`config.mk`:
```
export PLATFORM = sky130hd
export DESIGN_NAME = irq_world_router
export DESIGN_NICKNAME = d
export VERILOG_FILES = /design/src/rtl/irq_route_pkg.sv /design/src/rtl/rx_idle_timer.sv /design/src/rtl/event_router.sv /design/src/rtl/status_bank.sv /design/src/rtl/irq_reduce.sv /design/src/rtl/irq_world_router.sv
export SDC_FILE = /design/constraint.sdc
export NUM_CORES = 1
export LEC_CHECK = 0
export ABC_CLOCK_PERIOD_IN_PS = 3100
export BUFFER_PORTS_ARGS = -buffer_cell sky130_fd_sc_hd__buf_2
export CAP_MARGIN = 20
export CORE_MARGIN = 2
export CORE_UTILIZATION = 48
export DETAILED_ROUTE_END_ITERATION = 8
export MAX_ROUTING_LAYER = met4
export PLACE_DENSITY_LB_ADDON = 0.05
export SETUP_SLACK_MARGIN = 0.1
export SLEW_MARGIN = 15
export SYNTH_ARGS = -nofsm -noshare
export SYNTH_HDL_FRONTEND = slang
export SYNTH_HIERARCHICAL = 1
export SYNTH_SLANG_ARGS = --single-unit
```
`constraint.sdc`:
```
create_clock -name clk -period 3.1 [get_ports clk]
set_input_delay 0.31 -clock clk [delete_from_list [all_inputs] [get_ports clk]]
set_output_delay 0.31 -clock clk [all_outputs]
set_load 0.05 [all_outputs]
```
`src/rtl/irq_route_pkg.sv`:
```
package irq_route_pkg;

   typedef enum logic {
      WORLD_NS  = 1'b0,
      WORLD_SEC = 1'b1
   } world_e;

   // status layout: timeout bit, then line events, then FIFO events
   localparam int TIMEOUT_BIT = 0;

   function automatic int stat_width(input int nl, input int nf);
      return 1 + nl + nf;
   endfunction

   function automatic int fifo_base(input int nl);
      return 1 + nl;
   endfunction

endpackage

```
`src/rtl/rx_idle_timer.sv`:
```
module rx_idle_timer #(
   parameter int TW = 8
) (
   input  logic          clk,
   input  logic          rst_n,
   input  logic          rx_char,
   input  logic          rx_tick,
   input  logic [TW-1:0] limit,
   output logic          timeout_pulse
);

   if (TW < 1) begin : g_bad_tw
      $error("rx_idle_timer: TW must be at least 1");
   end

   logic [TW-1:0] cnt;
   logic          armed;
   logic [TW-1:0] limit_m1;
   logic          limit_zero;
   logic          expire;

   assign limit_zero = (limit == '0);
   assign limit_m1   = limit - {{(TW-1){1'b0}}, 1'b1};
   assign expire     = armed & rx_tick & ~rx_char & ~limit_zero & (cnt >= limit_m1);

   always_ff @(posedge clk or negedge rst_n) begin
      if (!rst_n) begin
         cnt           <= '0;
         armed         <= 1'b0;
         timeout_pulse <= 1'b0;
      end else begin
         timeout_pulse <= expire;
         if (rx_char) begin
            cnt   <= '0;
            armed <= 1'b1;
         end else if (expire) begin
            cnt   <= '0;
            armed <= 1'b0;
         end else if (armed && rx_tick) begin
            cnt <= cnt + {{(TW-1){1'b0}}, 1'b1};
         end
      end
   end

endmodule

```
`src/rtl/event_router.sv`:
```
module event_router #(
   parameter int NL = 4,
   parameter int NF = 6,
   localparam int W  = irq_route_pkg::stat_width(NL, NF),
   localparam int FB = irq_route_pkg::fifo_base(NL)
) (
   input  logic          src_secure,
   input  logic [NL:0]   line_all,
   input  logic [NF-1:0] sec_fifo_ev,
   input  logic [NF-1:0] ns_fifo_ev,
   output logic [W-1:0]  sec_ev,
   output logic [W-1:0]  ns_ev
);

   import irq_route_pkg::*;

   world_e line_world;
   assign line_world = src_secure ? WORLD_SEC : WORLD_NS;

   // receiver line events follow the terminal source
   for (genvar k = 0; k <= NL; k++) begin : g_line
      assign sec_ev[k] = line_all[k] & (line_world == WORLD_SEC);
      assign ns_ev[k]  = line_all[k] & (line_world == WORLD_NS);
   end

   // FIFO events follow the owning world only
   for (genvar j = 0; j < NF; j++) begin : g_fifo
      assign sec_ev[FB+j] = sec_fifo_ev[j];
      assign ns_ev[FB+j]  = ns_fifo_ev[j];
   end

endmodule

```
`src/rtl/status_bank.sv`:
```
module status_bank #(
   parameter int W = 11
) (
   input  logic         clk,
   input  logic         rst_n,
   input  logic [W-1:0] ev,
   input  logic [W-1:0] set_bits,
   input  logic [W-1:0] clr_bits,
   output logic [W-1:0] status
);

   if (W < 2) begin : g_bad_w
      $error("status_bank: W must be at least 2");
   end

   for (genvar i = 0; i < W; i++) begin : g_bit
      logic raise;
      assign raise = ev[i] | set_bits[i];
      always_ff @(posedge clk or negedge rst_n) begin
         if (!rst_n) begin
            status[i] <= 1'b0;
         end else if (raise) begin
            status[i] <= 1'b1;
         end else if (clr_bits[i]) begin
            status[i] <= 1'b0;
         end
      end
   end

endmodule

```
`src/rtl/irq_reduce.sv`:
```
module irq_reduce #(
   parameter int W       = 11,
   parameter bit REG_OUT = 1'b1
) (
   input  logic         clk,
   input  logic         rst_n,
   input  logic [W-1:0] status,
   input  logic [W-1:0] mask,
   output logic         req
);

   logic pend;
   assign pend = |(status & mask);

   if (REG_OUT) begin : g_reg
      always_ff @(posedge clk or negedge rst_n) begin
         if (!rst_n) req <= 1'b0;
         else        req <= pend;
      end
   end else begin : g_comb
      assign req = pend;
   end

endmodule

```
`src/rtl/irq_world_router.sv`:
```
module irq_world_router #(
   parameter int NL = 4,
   parameter int NF = 6,
   parameter int TW = 8,
   localparam int W = irq_route_pkg::stat_width(NL, NF)
) (
   input  logic          clk,
   input  logic          rst_n,
   input  logic          rx_src_secure,
   input  logic          rx_char,
   input  logic          rx_tick,
   input  logic [TW-1:0] rx_timeout_val,
   input  logic [NL-1:0] line_ev,
   input  logic [NF-1:0] sec_fifo_ev,
   input  logic [NF-1:0] ns_fifo_ev,
   input  logic [W-1:0]  int_mask,
   input  logic [W-1:0]  sec_set,
   input  logic [W-1:0]  sec_clr,
   input  logic [W-1:0]  ns_set,
   input  logic [W-1:0]  ns_clr,
   output logic [W-1:0]  sec_status,
   output logic [W-1:0]  ns_status,
   output logic          fiq,
   output logic          irq
);

   if (NL < 1 || NF < 1) begin : g_bad_counts
      $error("irq_world_router: NL and NF must be at least 1");
   end

   logic          to_pulse;
   logic [NL:0]   line_all;
   logic [W-1:0]  sec_ev;
   logic [W-1:0]  ns_ev;

   rx_idle_timer #(.TW(TW)) u_timer (
      .clk           (clk),
      .rst_n         (rst_n),
      .rx_char       (rx_char),
      .rx_tick       (rx_tick),
      .limit         (rx_timeout_val),
      .timeout_pulse (to_pulse)
   );

   assign line_all = {line_ev, to_pulse};

   event_router #(.NL(NL), .NF(NF)) u_route (
      .src_secure  (rx_src_secure),
      .line_all    (line_all),
      .sec_fifo_ev (sec_fifo_ev),
      .ns_fifo_ev  (ns_fifo_ev),
      .sec_ev      (sec_ev),
      .ns_ev       (ns_ev)
   );

   status_bank #(.W(W)) u_sec_bank (
      .clk      (clk),
      .rst_n    (rst_n),
      .ev       (sec_ev),
      .set_bits (sec_set),
      .clr_bits (sec_clr),
      .status   (sec_status)
   );

   status_bank #(.W(W)) u_ns_bank (
      .clk      (clk),
      .rst_n    (rst_n),
      .ev       (ns_ev),
      .set_bits (ns_set),
      .clr_bits (ns_clr),
      .status   (ns_status)
   );

   irq_reduce #(.W(W), .REG_OUT(1'b1)) u_fiq (
      .clk    (clk),
      .rst_n  (rst_n),
      .status (sec_status),
      .mask   (int_mask),
      .req    (fiq)
   );

   irq_reduce #(.W(W), .REG_OUT(1'b1)) u_irq (
      .clk    (clk),
      .rst_n  (rst_n),
      .status (ns_status),
      .mask   (int_mask),
      .req    (irq)
   );

endmodule

```
======== Word level (Yosys, flattened, before mapping) ========
Cells that the tools add are included.
operators by class
  add/sub/neg operators ................... 2
  order comparisons ....................... 1
  multiplexer cells ....................... 50
  bitwise logic cells ..................... 41
  reductions and logical operators ........ 28
operators by type and width
  operator                                          number
  two-way mux 1 bit                                 47
  nonzero test 2 bit                                23
  two-way mux 8 bit                                 3
  AND 11 bit                                        2
  bitwise OR 1 bit                                  22
  OR reduction 11 bit                               2
  AND 1 bit                                         14
  adder 8 x 1 -> 8 bit, second input constant       1
  >= comparator 8 bit                               1
  zero test 8 bit                                   1
  subtractor 8 x 1 -> 8 bit, second input constant  1
  NOT 1 bit                                         3
  nonzero test 3 bit                                1
  logical AND 1 bit                                 1
storage, ports and cells
  register bits after elaboration ......... 34
  logic and storage cells ................. 149

======== Depth between registers and ports, before layout ========
Gate-level depths: netlist of the first run.
  depth in word-level cells ............... 6
  depth in mapped cells ................... 11
  mapped depth without buffers ............ 10

======== Hierarchy ========
Netlist of the first run, hierarchy kept.
modules (own cells, without submodules)
  module         times used  cells an instance  area each (µm²)
  rx_idle_timer  1           88                 867.1
  status_bank    2           44                 412.9
  irq_reduce     2           8                  83.8
  event_router   1           22                 152.6

======== Worst setup path after synthesis of the first run ========
Ideal clock, no wire load.
  kind .................................... in2reg
  start point ............................. in rx_timeout_val[5]
  end point ............................... reg u_timer.cnt[1]
  setup time .............................. 0.125 ns
  data arrival time ....................... 2.355 ns
  setup slack ............................. 0.620 ns
  stages on the path ...................... 9
  buffers on the path ..................... 1
  cell sequence ........................... or4_1 > nor4_1 > xnor2_1 > ha_1 > nand2_1 > nor4_1 > nor4bb_1 > buf_2 > o31ai_2
on the way
  longest elaborated chain between the ends .. 6
ends and longest elaborated chain
  item                                                               line                    text
  start, declared                                                    irq_world_router.sv:12  input logic [TW-1:0] rx_timeout_val,
  branches (longest 3 deep; another with subtractor 8 x 1 -> 8 bit)  n/a
  AND 1 bit *                                                        rx_idle_timer.sv:24     assign expire = armed & rx_tick & ~rx_char & ~limit_zero & (cnt >= limit_m1);
  two-way mux 8 bit                                                  rx_idle_timer.sv:36     end else if (expire) begin
  two-way mux 8 bit                                                  rx_idle_timer.sv:33     if (rx_char) begin
  end signal, assigned                                               rx_idle_timer.sv:40     cnt <= cnt + {{(TW-1){1'b0}}, 1'b1};
  end, declared                                                      rx_idle_timer.sv:16     logic [TW-1:0] cnt;
Every way passes the cells marked *.
A chain may end at the register's enable or synchronous reset.

======== Final worst setup path of the first run ========
  start point ............................. in rx_timeout_val[5]
  end point ............................... reg u_timer.cnt[6]
Same word-level chain as after synthesis.

==> key figures, run 1 <==
Outcome
  • Outcome: finished clean

Timing
  • Final setup vio count: 0
  • Worst slew margin: 50.76%
  • Final period utilization: 78.54%
  • Final Worst Setup Slack: 0.6654 ns
  • Minimum clock period: 2.435 ns
  • Tightest Pin Transition: 0.7386 ns
  • Setup TNS Final: 0 ns
  • Hold WS: 0.09090 ns
  • RSZ-0062 raised after global routing: no
  • Clk_skew: 0.005284 ns
  • FMAX: 0.4107 GHz
  • Max Slew Vio Count: 0
  • Final Hold Viols: 0

Worst setup path
  • Setup crit start kind: input pin
  • Crit Path Max Fanout: 7
  • Req. time, crit path: 3.24 ns
  • CP peak stage delay: 0.54 ns
  • CP Cell Sequence: buf_2 > or4_1 > nor4_1 > xnor2_1 > ha_1 > nand2_1 > nor4_1 > nor4bb_2 > buf_4 > nor4_2
  • Worst Setup End Kind: flop
  • Data arrival, critical path: 2.58 ns
  • CP dominant cell by count: nor4_1
  • Critical path class: in2reg
  • Worst-case reg-to-reg path depth: 7
  • Critical Path Slowest Stage Cell: or4_1

CTS
  • Cts repair resizes: 0
  • CTS Sinks: 34
  • CTS max path bufs: 2
  • Setup Buffers After CTS: 0
  • Clock slew at reported path FFs: 0.06 ns
  • H-tree lvl count: 2
  • Root buffer cell: clkbuf_8
  • CTS tree: built
  • Cts hold-fix bufs: 0
  • Later-pin clock latency in the skew report: 0.28 ns
  • CTS Buf Count: 5

Logic synthesis
  • Commonest cells in the netlist: 34 x dfrtp_1, 28 x inv_1, 25 x nor2_1, 22 x o21ai_1
  • Top-count cell post-synth: dfrtp_1
  • Synth Warn #: 6
  • Syn avg cell area: 9.407 um2
  • Seq/Total Area, Yosys: 42.26%
  • Synth Flop Type: dfrtp_1
  • Syn Std Cell Area: 0.002013 mm2
  • EDFF count, synth: 0
  • Synth top area share: 42.26%
  • Register bit count reported by yosys: 34
  • Leading area contributor after synthesis: dfrtp_1
  • Synth unique cells: 39
  • Post-Syn Nets: 309
  • Synth area leaders: dfrtp_1 42%, ha_1 6.8%, o21ai_1 5.5%
  • Ys async rst share: 100.0%
  • Post-Synthesis Cells: 214

Finish
  • Register area: 850.8 um2
  • Final-layout fill cell count: 350
  • Fin area: 0.002614 mm2
  • Area delta synth->final: 29.83%
  • Non-filler cells, final: 366
  • # diodes: 0
  • Share of layout cells above drive strength 1: 40.51%
  • Nets: 410
  • Multi-input gate area in the final layout: 953.4 um2

Floorplan
  • Initial core utilization: 49.97%
  • Num ports: 108
  • Num rows: 23
  • Die area: 0.004728 mm2
  • Die height: 68.76 um
  • Die X: 68.76 um
  • Core area: 0.004029 mm2

Place
  • Inst Count DP: 358
  • Post-Place Worst Slack: 0.3626 ns
  • Gpl congestion: 0.8074
  • Placed inst area: 0.002522 mm2
  • Port Buffers: 107
  • Final HPWL DP: 3.659 mm

Routing
  • 1st-pass router iterations: 4
  • DR vias: 1764
  • Detail Route Antenna Nets: 0
  • Final wirelength: 4.422 mm
  • Routed WL per cell: 12.08 um
  • # DRC: 0
  • Routed vias/inst: 4.820
  • Initial drt markers: 77

Power and ir drop
  • P_leak: 1.365 nW
  • Cell Pwr Density: 390.7 mW/mm2
  • Clock power share: 32.1%
  • VDD IR max: 0.2667 mV
  • Switching part of the total: 28.93%
  • Int Power: 0.7258 mW
  • Sequential share of power: 46.9%
  • Comb pwr share: 21.0%
  • Net Switching: 0.2954 mW

Global route
  • Largest net degree at the start of global routing: 35
  • First-pass GRT wire length: 6.900 mm
  • Number of global-route vias before repair: 1630
  • Grt total ovfl: 0
  • Total GRT Usage: 20.23%
  • Initial antenna violation count: 0

Hold path
  • Hold Path Class: in2async

Flow run
  • # Max-Cap Violations: 0
-- cell usage in the layout (no fill, tap or decap), types with 5 or more instances in the layout --
master and count:
clkbuf_8 6, dfrtp_1 34, nor2b_1 6, nand2_1 12
ha_1 11, nor2_1 25, buf_2 107, inv_1 28
nor4_2 6, xnor2_1 9, o21ai_1 22, and2_1 5
-- worst max-delay path, delay by kind of cell --
family,cells,cell delay (ns)
buffers and inverters,2,0.34
and+or+nand+nor,6,1.51
xor gates and xnor gates,1,0.11
adders and majority gates,1,0.30
-- final cells by class --
cell class                 instances  share of cell area (%)
multi-input combinational        137                   36.48
sequential                        34                   32.55
timing repair buffer             109                   21.06
inverter                          28                   4.021
clock buffer                       7                   3.303
tap                               50                   2.393
clock inverter                     1                  0.1915
-- flip-flops by register name, summed over array words and instances, names as in the netlist --
signal,count
u_ns_bank/status,11
u_sec_bank/status,11
u_timer/cnt,8
u_fiq/req,1
u_irq/req,1
u_timer/armed,1
u_timer/timeout_pulse,1
-- final timing paths --
check                                                  end  slack, ns                       startpoint
max in group asynchronous  u_ns_bank/status[1]$_DFFE_PN0P_       2.54                            rst_n
hold reg to reg            u_ns_bank/status[8]$_DFFE_PN0P_       0.53  u_ns_bank/status[8]$_DFFE_PN0P_
min in group clk           u_ns_bank/status[9]$_DFFE_PN0P_       0.19                        ns_clr[9]
setup reg to reg           u_timer/timeout_pulse$_DFF_PN0_       1.00       u_timer/cnt[0]$_DFFE_PN0P_
setup / recovery                u_timer/cnt[6]$_DFFE_PN0P_       0.67                rx_timeout_val[5]
hold / removal             u_ns_bank/status[3]$_DFFE_PN0P_       0.09                            rst_n
-- stage by stage --
stage	utilization (%)	total power [mW]
finish	64.88	1.021
CTS	64.88	1.039
global placement	62.61	0.7012
global route	64.88	1.083
floorplan	-	0.6153
detailed placement	62.61	0.7051
-- power groups by stage --
stage	sequential [mW]	combinational, mW	clock, mW
final	0.479	0.215	0.327
after floorplan	0.542	0.0734	0
after global placement	0.487	0.214	0
after detailed placement	0.488	0.217	0
after global routing	0.481	0.240	0.362
after CTS	0.479	0.218	0.342
-- metal layers --
layer	global-route usage, %	routed length (um)
met5	-	0
met1	22.36	1878
met3	5.032	340
met4	5.147	31
met2	36.42	2172
-- logic make-up after synthesis --
group           after synthesis  share of synthesized area (%)
fa+ha+maj                    11                          6.836
flops                        34                          42.26
xor+xnor                     12                          5.221
buf+inv                      43                          10.69
simple gates                 74                          20.88
compound gates               40                          14.11
Power figures use the tool's default switching activity.
==> inputs of run 2 (changes only) <==
Settings changed: ABC_AREA set to 1, ABC_CLOCK_PERIOD_IN_PS 3100 to 2200, CORE_UTILIZATION 48 to 41.
Clock period 3.1 ns to 2.2 ns, I/O delays scaled along.
==> key figures, run 2 <==
Power and ir drop
  • Switching part of the total: 30.52% (was 28.93%)
  • Cell Pwr Density: 527.5 mW/mm2 (was 390.7 mW/mm2)
  • Net Switching: 0.4368 mW (was 0.2954 mW)
  • Int Power: 0.9942 mW (was 0.7258 mW)
  • Clock power share: 29.3% (was 32.1%)
  • P_leak: 1.604 nW (was 1.365 nW)
  • VDD IR max: 0.1918 mV (was 0.2667 mV)
  • Comb pwr share: 23.4% (was 21.0%)
  • Sequential share of power: 47.3% (was 46.9%)

Logic synthesis
  • Register bit count reported by yosys: 34 (unchanged)
  • Leading area contributor after synthesis: dfrtp_1 (unchanged)
  • Syn avg cell area: 7.144 um2 (was 9.407 um2)
  • Syn Std Cell Area: 0.002115 mm2 (was 0.002013 mm2)
  • Ys async rst share: 100.0% (unchanged)
  • Seq/Total Area, Yosys: 40.24% (was 42.26%)
  • Synth Warn #: 6 (unchanged)
  • Synth area leaders: dfrtp_1 40%, nand2_1 19%, inv_1 8.5% (was dfrtp_1 42%, ha_1 6.8%, o21ai_1 5.5%)
  • Mux contribution to synthesized area: 0% (unchanged)
  • EDFF count, synth: 0 (unchanged)
  • Post-Synth Adder-Cell Area: 6.509% (was 6.837%)
  • Largest family of logic cells by synthesized area: simple AND/OR/NAND/NOR gates (unchanged)
  • Compound-Gate Fraction of Synth Area: 1.479% (was 14.11%)
  • Commonest cells in the netlist: 105 x nand2_1, 48 x inv_1, 48 x nor2_1, 34 x dfrtp_1, 12 x buf_4 (was 34 x dfrtp_1, 28 x inv_1, 25 x nor2_1, 22 x o21ai_1)
  • Top-count cell post-synth: nand2_1 (was dfrtp_1)
  • Synth Flop Type: dfrtp_1 (unchanged)
  • Synth Area in XOR/XNOR: 4.142% (was 5.221%)
  • Simple-Gate Fraction of Synth Area: 34.14% (was 20.88%)
  • Post-Synthesis Cells: 296 (was 214)
  • Synth unique cells: 21 (was 39)
  • Post-Syn Nets: 391 (was 309)
  • Synth top area share: 40.24% (was 42.26%)

Routing
  • 1st-pass router iterations: 4 (unchanged)
  • Routed WL per cell: 10.01 um (was 12.08 um)
  • Detail Route Antenna Nets: 0 (unchanged)
  • Routed vias/inst: 4.199 (was 4.820)
  • Initial drt markers: 30 (was 77)
  • DR vias: 1961 (was 1764)
  • # DRC: 0 (unchanged)
  • Final wirelength: 4.674 mm (was 4.422 mm)

CTS
  • Clock slew at reported path FFs: 0.06 ns (about the same)
  • CTS tree: built (unchanged)
  • Cts hold-fix bufs: 0 (unchanged)
  • CTS Sinks: 34 (unchanged)
  • CTS Buf Count: 5 (unchanged)
  • Cts repair resizes: 0 (unchanged)
  • H-tree lvl count: 2 (unchanged)
  • Later-pin clock latency in the skew report: 0.28 ns (about the same)
  • Setup Buffers After CTS: 0 (unchanged)
  • Root buffer cell: clkbuf_8 (unchanged)
  • CTS max path bufs: 2 (unchanged)

Finish
  • Area delta synth->final: 28.28% (was 29.83%)
  • # diodes: 0 (unchanged)
  • Top Registers: u_ns_bank/status (11), u_sec_bank/status (11), u_timer/cnt (8) (unchanged)
  • Final-layout fill cell count: 535 (was 350)
  • Most frequent cells in the layout: 107 x buf_2, 105 x nand2_1, 48 x nor2_1, 48 x inv_1, 34 x dfrtp_1 (was 107 x buf_2, 34 x dfrtp_1, 28 x inv_1)
  • Nets: 492 (was 410)
  • Share of layout cells above drive strength 1: 31.23% (was 40.51%)
  • Commonest non-fill, non-tap cell in the layout: buf_2 (unchanged)

Timing
  • Max Slew Vio Count: 0 (unchanged)
  • RSZ-0062 raised after global routing: no (unchanged)
  • Final Worst Setup Slack: 0.4758 ns (was 0.6654 ns)
  • Final Hold Viols: 0 (unchanged)
  • Final setup vio count: 0 (unchanged)
  • FMAX: 0.5800 GHz
  • Minimum clock period: 1.724 ns
  • Worst slew margin: 50.91% (was 50.76%)
  • Clk_skew: 0.004120 ns (was 0.005284 ns)
  • Final period utilization: 78.37%
  • Setup TNS Final: 0 ns (unchanged)
  • Tightest Pin Transition: 0.7363 ns (was 0.7386 ns)

Place
  • Port Buffers: 107 (unchanged)
  • Final HPWL DP: 3.866 mm (was 3.659 mm)
  • Gpl congestion: 0.8158 (was 0.8074)
  • Post-Place Worst Slack: 0.1383 ns (was 0.3626 ns)

Worst setup path
  • Data arrival, critical path: 1.93 ns (was 2.58 ns)
  • Setup crit start kind: input pin (unchanged)
  • Worst Setup End Kind: flop (unchanged)
  • Crit Path Max Fanout: 6 (was 7)
  • Worst-case reg-to-reg path depth: 10 (was 7)
  • Critical path class: in2reg (unchanged)
  • R2R Setup Slk: 0.66 ns (was 1.00 ns)
  • Worst R2R End: u_timer/cnt[4]$_DFFE_PN0P_ (was u_timer/timeout_pulse$_DFF_PN0_)
  • Req. time, crit path: 2.41 ns (was 3.24 ns)
  • Crit Reg-Reg Startpoint: u_timer/cnt[2]$_DFFE_PN0P_ (was u_timer/cnt[0]$_DFFE_PN0P_)

Global route
  • Initial antenna violation count: 0 (unchanged)
  • First-pass GRT wire length: 7.465 mm (was 6.900 mm)
  • Total GRT Usage: 17.73% (was 20.23%)
  • Largest net degree at the start of global routing: 35 (unchanged)
  • Number of global-route vias before repair: 1781 (was 1630)
  • Grt total ovfl: 0 (unchanged)

Floorplan
  • Num rows: 26 (was 23)
  • Die X: 75.82 um (was 68.76 um)
  • Die area: 0.005748 mm2 (was 0.004728 mm2)
  • Num ports: 108 (unchanged)
  • Die height: 75.82 um (was 68.76 um)
  • Initial core utilization: 41.94% (was 49.97%)
  • Core area: 0.005042 mm2 (was 0.004029 mm2)

Hold path
  • Hold Path Class: in2async (unchanged)

Flow run
  • # Max-Cap Violations: 0 (unchanged)

Outcome
  • Outcome: finished clean (unchanged)
## run 2: how the worst max path moves through the flow
stage	start	to	slack [ns]	cells past startpoint
after floorplan	rx_timeout_val[1]	u_timer/cnt[4]$_DFFE_PN0P_	0.53	11
after global placement	rx_timeout_val[2]	u_timer/cnt[7]$_DFFE_PN0P_	0.28	12
after detailed placement	rx_timeout_val[2]	u_timer/cnt[6]$_DFFE_PN0P_	0.14	12
after CTS	rx_timeout_val[2]	u_timer/cnt[4]$_DFFE_PN0P_	0.45	12
after global routing	rx_timeout_val[2]	u_timer/cnt[6]$_DFFE_PN0P_	0.28	12
final	rx_timeout_val[2]	u_timer/cnt[4]$_DFFE_PN0P_	0.48	12
## run 2: cells by family (layout without fill, tap and decap cells)
group	count (synthesis)	in the layout
buf+inv	62	163
fa+ha+maj	11	11
xor+xnor	10	10
simple gates	174	174
compound gates	5	5
flops	34	34
## run 2: worst max-delay path: stages
cell and delay, ns:
buf_2 0.13, nor3_2 0.23, nand2_2 0.10, nor3_2 0.14, xor2_1 0.16, ha_1 0.27
a21oi_1 0.17, o21a_1 0.14, nand2_1 0.06, nand2_2 0.12, nand2_4 0.09, nor2_1 0.09
## run 2: power groups by stage
stage,clock (mW),sequential [mW],combinational [mW]
finish,0.419,0.677,0.335
global placement,0,0.688,0.335
detailed placement,0,0.689,0.341
floorplan,0,0.765,0.134
global route,0.465,0.681,0.385
CTS,0.441,0.677,0.341
## run 2: per-layer routing
| metal | part of all wire, % | vias to the layer above | global-route usage, % | wire length, um |
|---|---|---|---|---|
| li1 | - | 1067 | - | - |
| met1 | 43 | 837 | 19.79 | 2013 |
| met2 | 49 | 53 | 30.75 | 2306 |
| met3 | 6.6 | 4 | 5.026 | 309 |
| met4 | 0.94 | 0 | 5.068 | 44 |
| met5 | 0 | - | - | 0 |
## run 2: stage by stage
stage | cell area [um2] | std cells | hold WS [ns] | utilization (%) | total power [mW]
2_1_floorplan | 2115 | 296 | -0.07559 | - | 0.8996
3_3_place_gp | 2636 | 460 | 0.3388 | 52.28 | 1.023
3_5_place_dp | 2636 | 460 | 0.3365 | 52.28 | 1.029
4_1_cts | 2713 | 467 | 0.03283 | 53.80 | 1.459
5_1_grt | 2713 | 467 | 0.08056 | 53.80 | 1.531
6_report | 2713 | 467 | 0.001914 | 53.80 | 1.431
## run 2: area by class of cell
class | count | area (um2) | share of cell area [%]
clock buffers | 7 | 76.32 | 2.814
inverters | 49 | 183.9 | 6.780
multi-input cells | 200 | 978.4 | 36.07
flip-flops and latches | 34 | 850.8 | 31.37
well taps | 70 | 87.58 | 3.229
repair buffers | 107 | 535.5 | 19.74
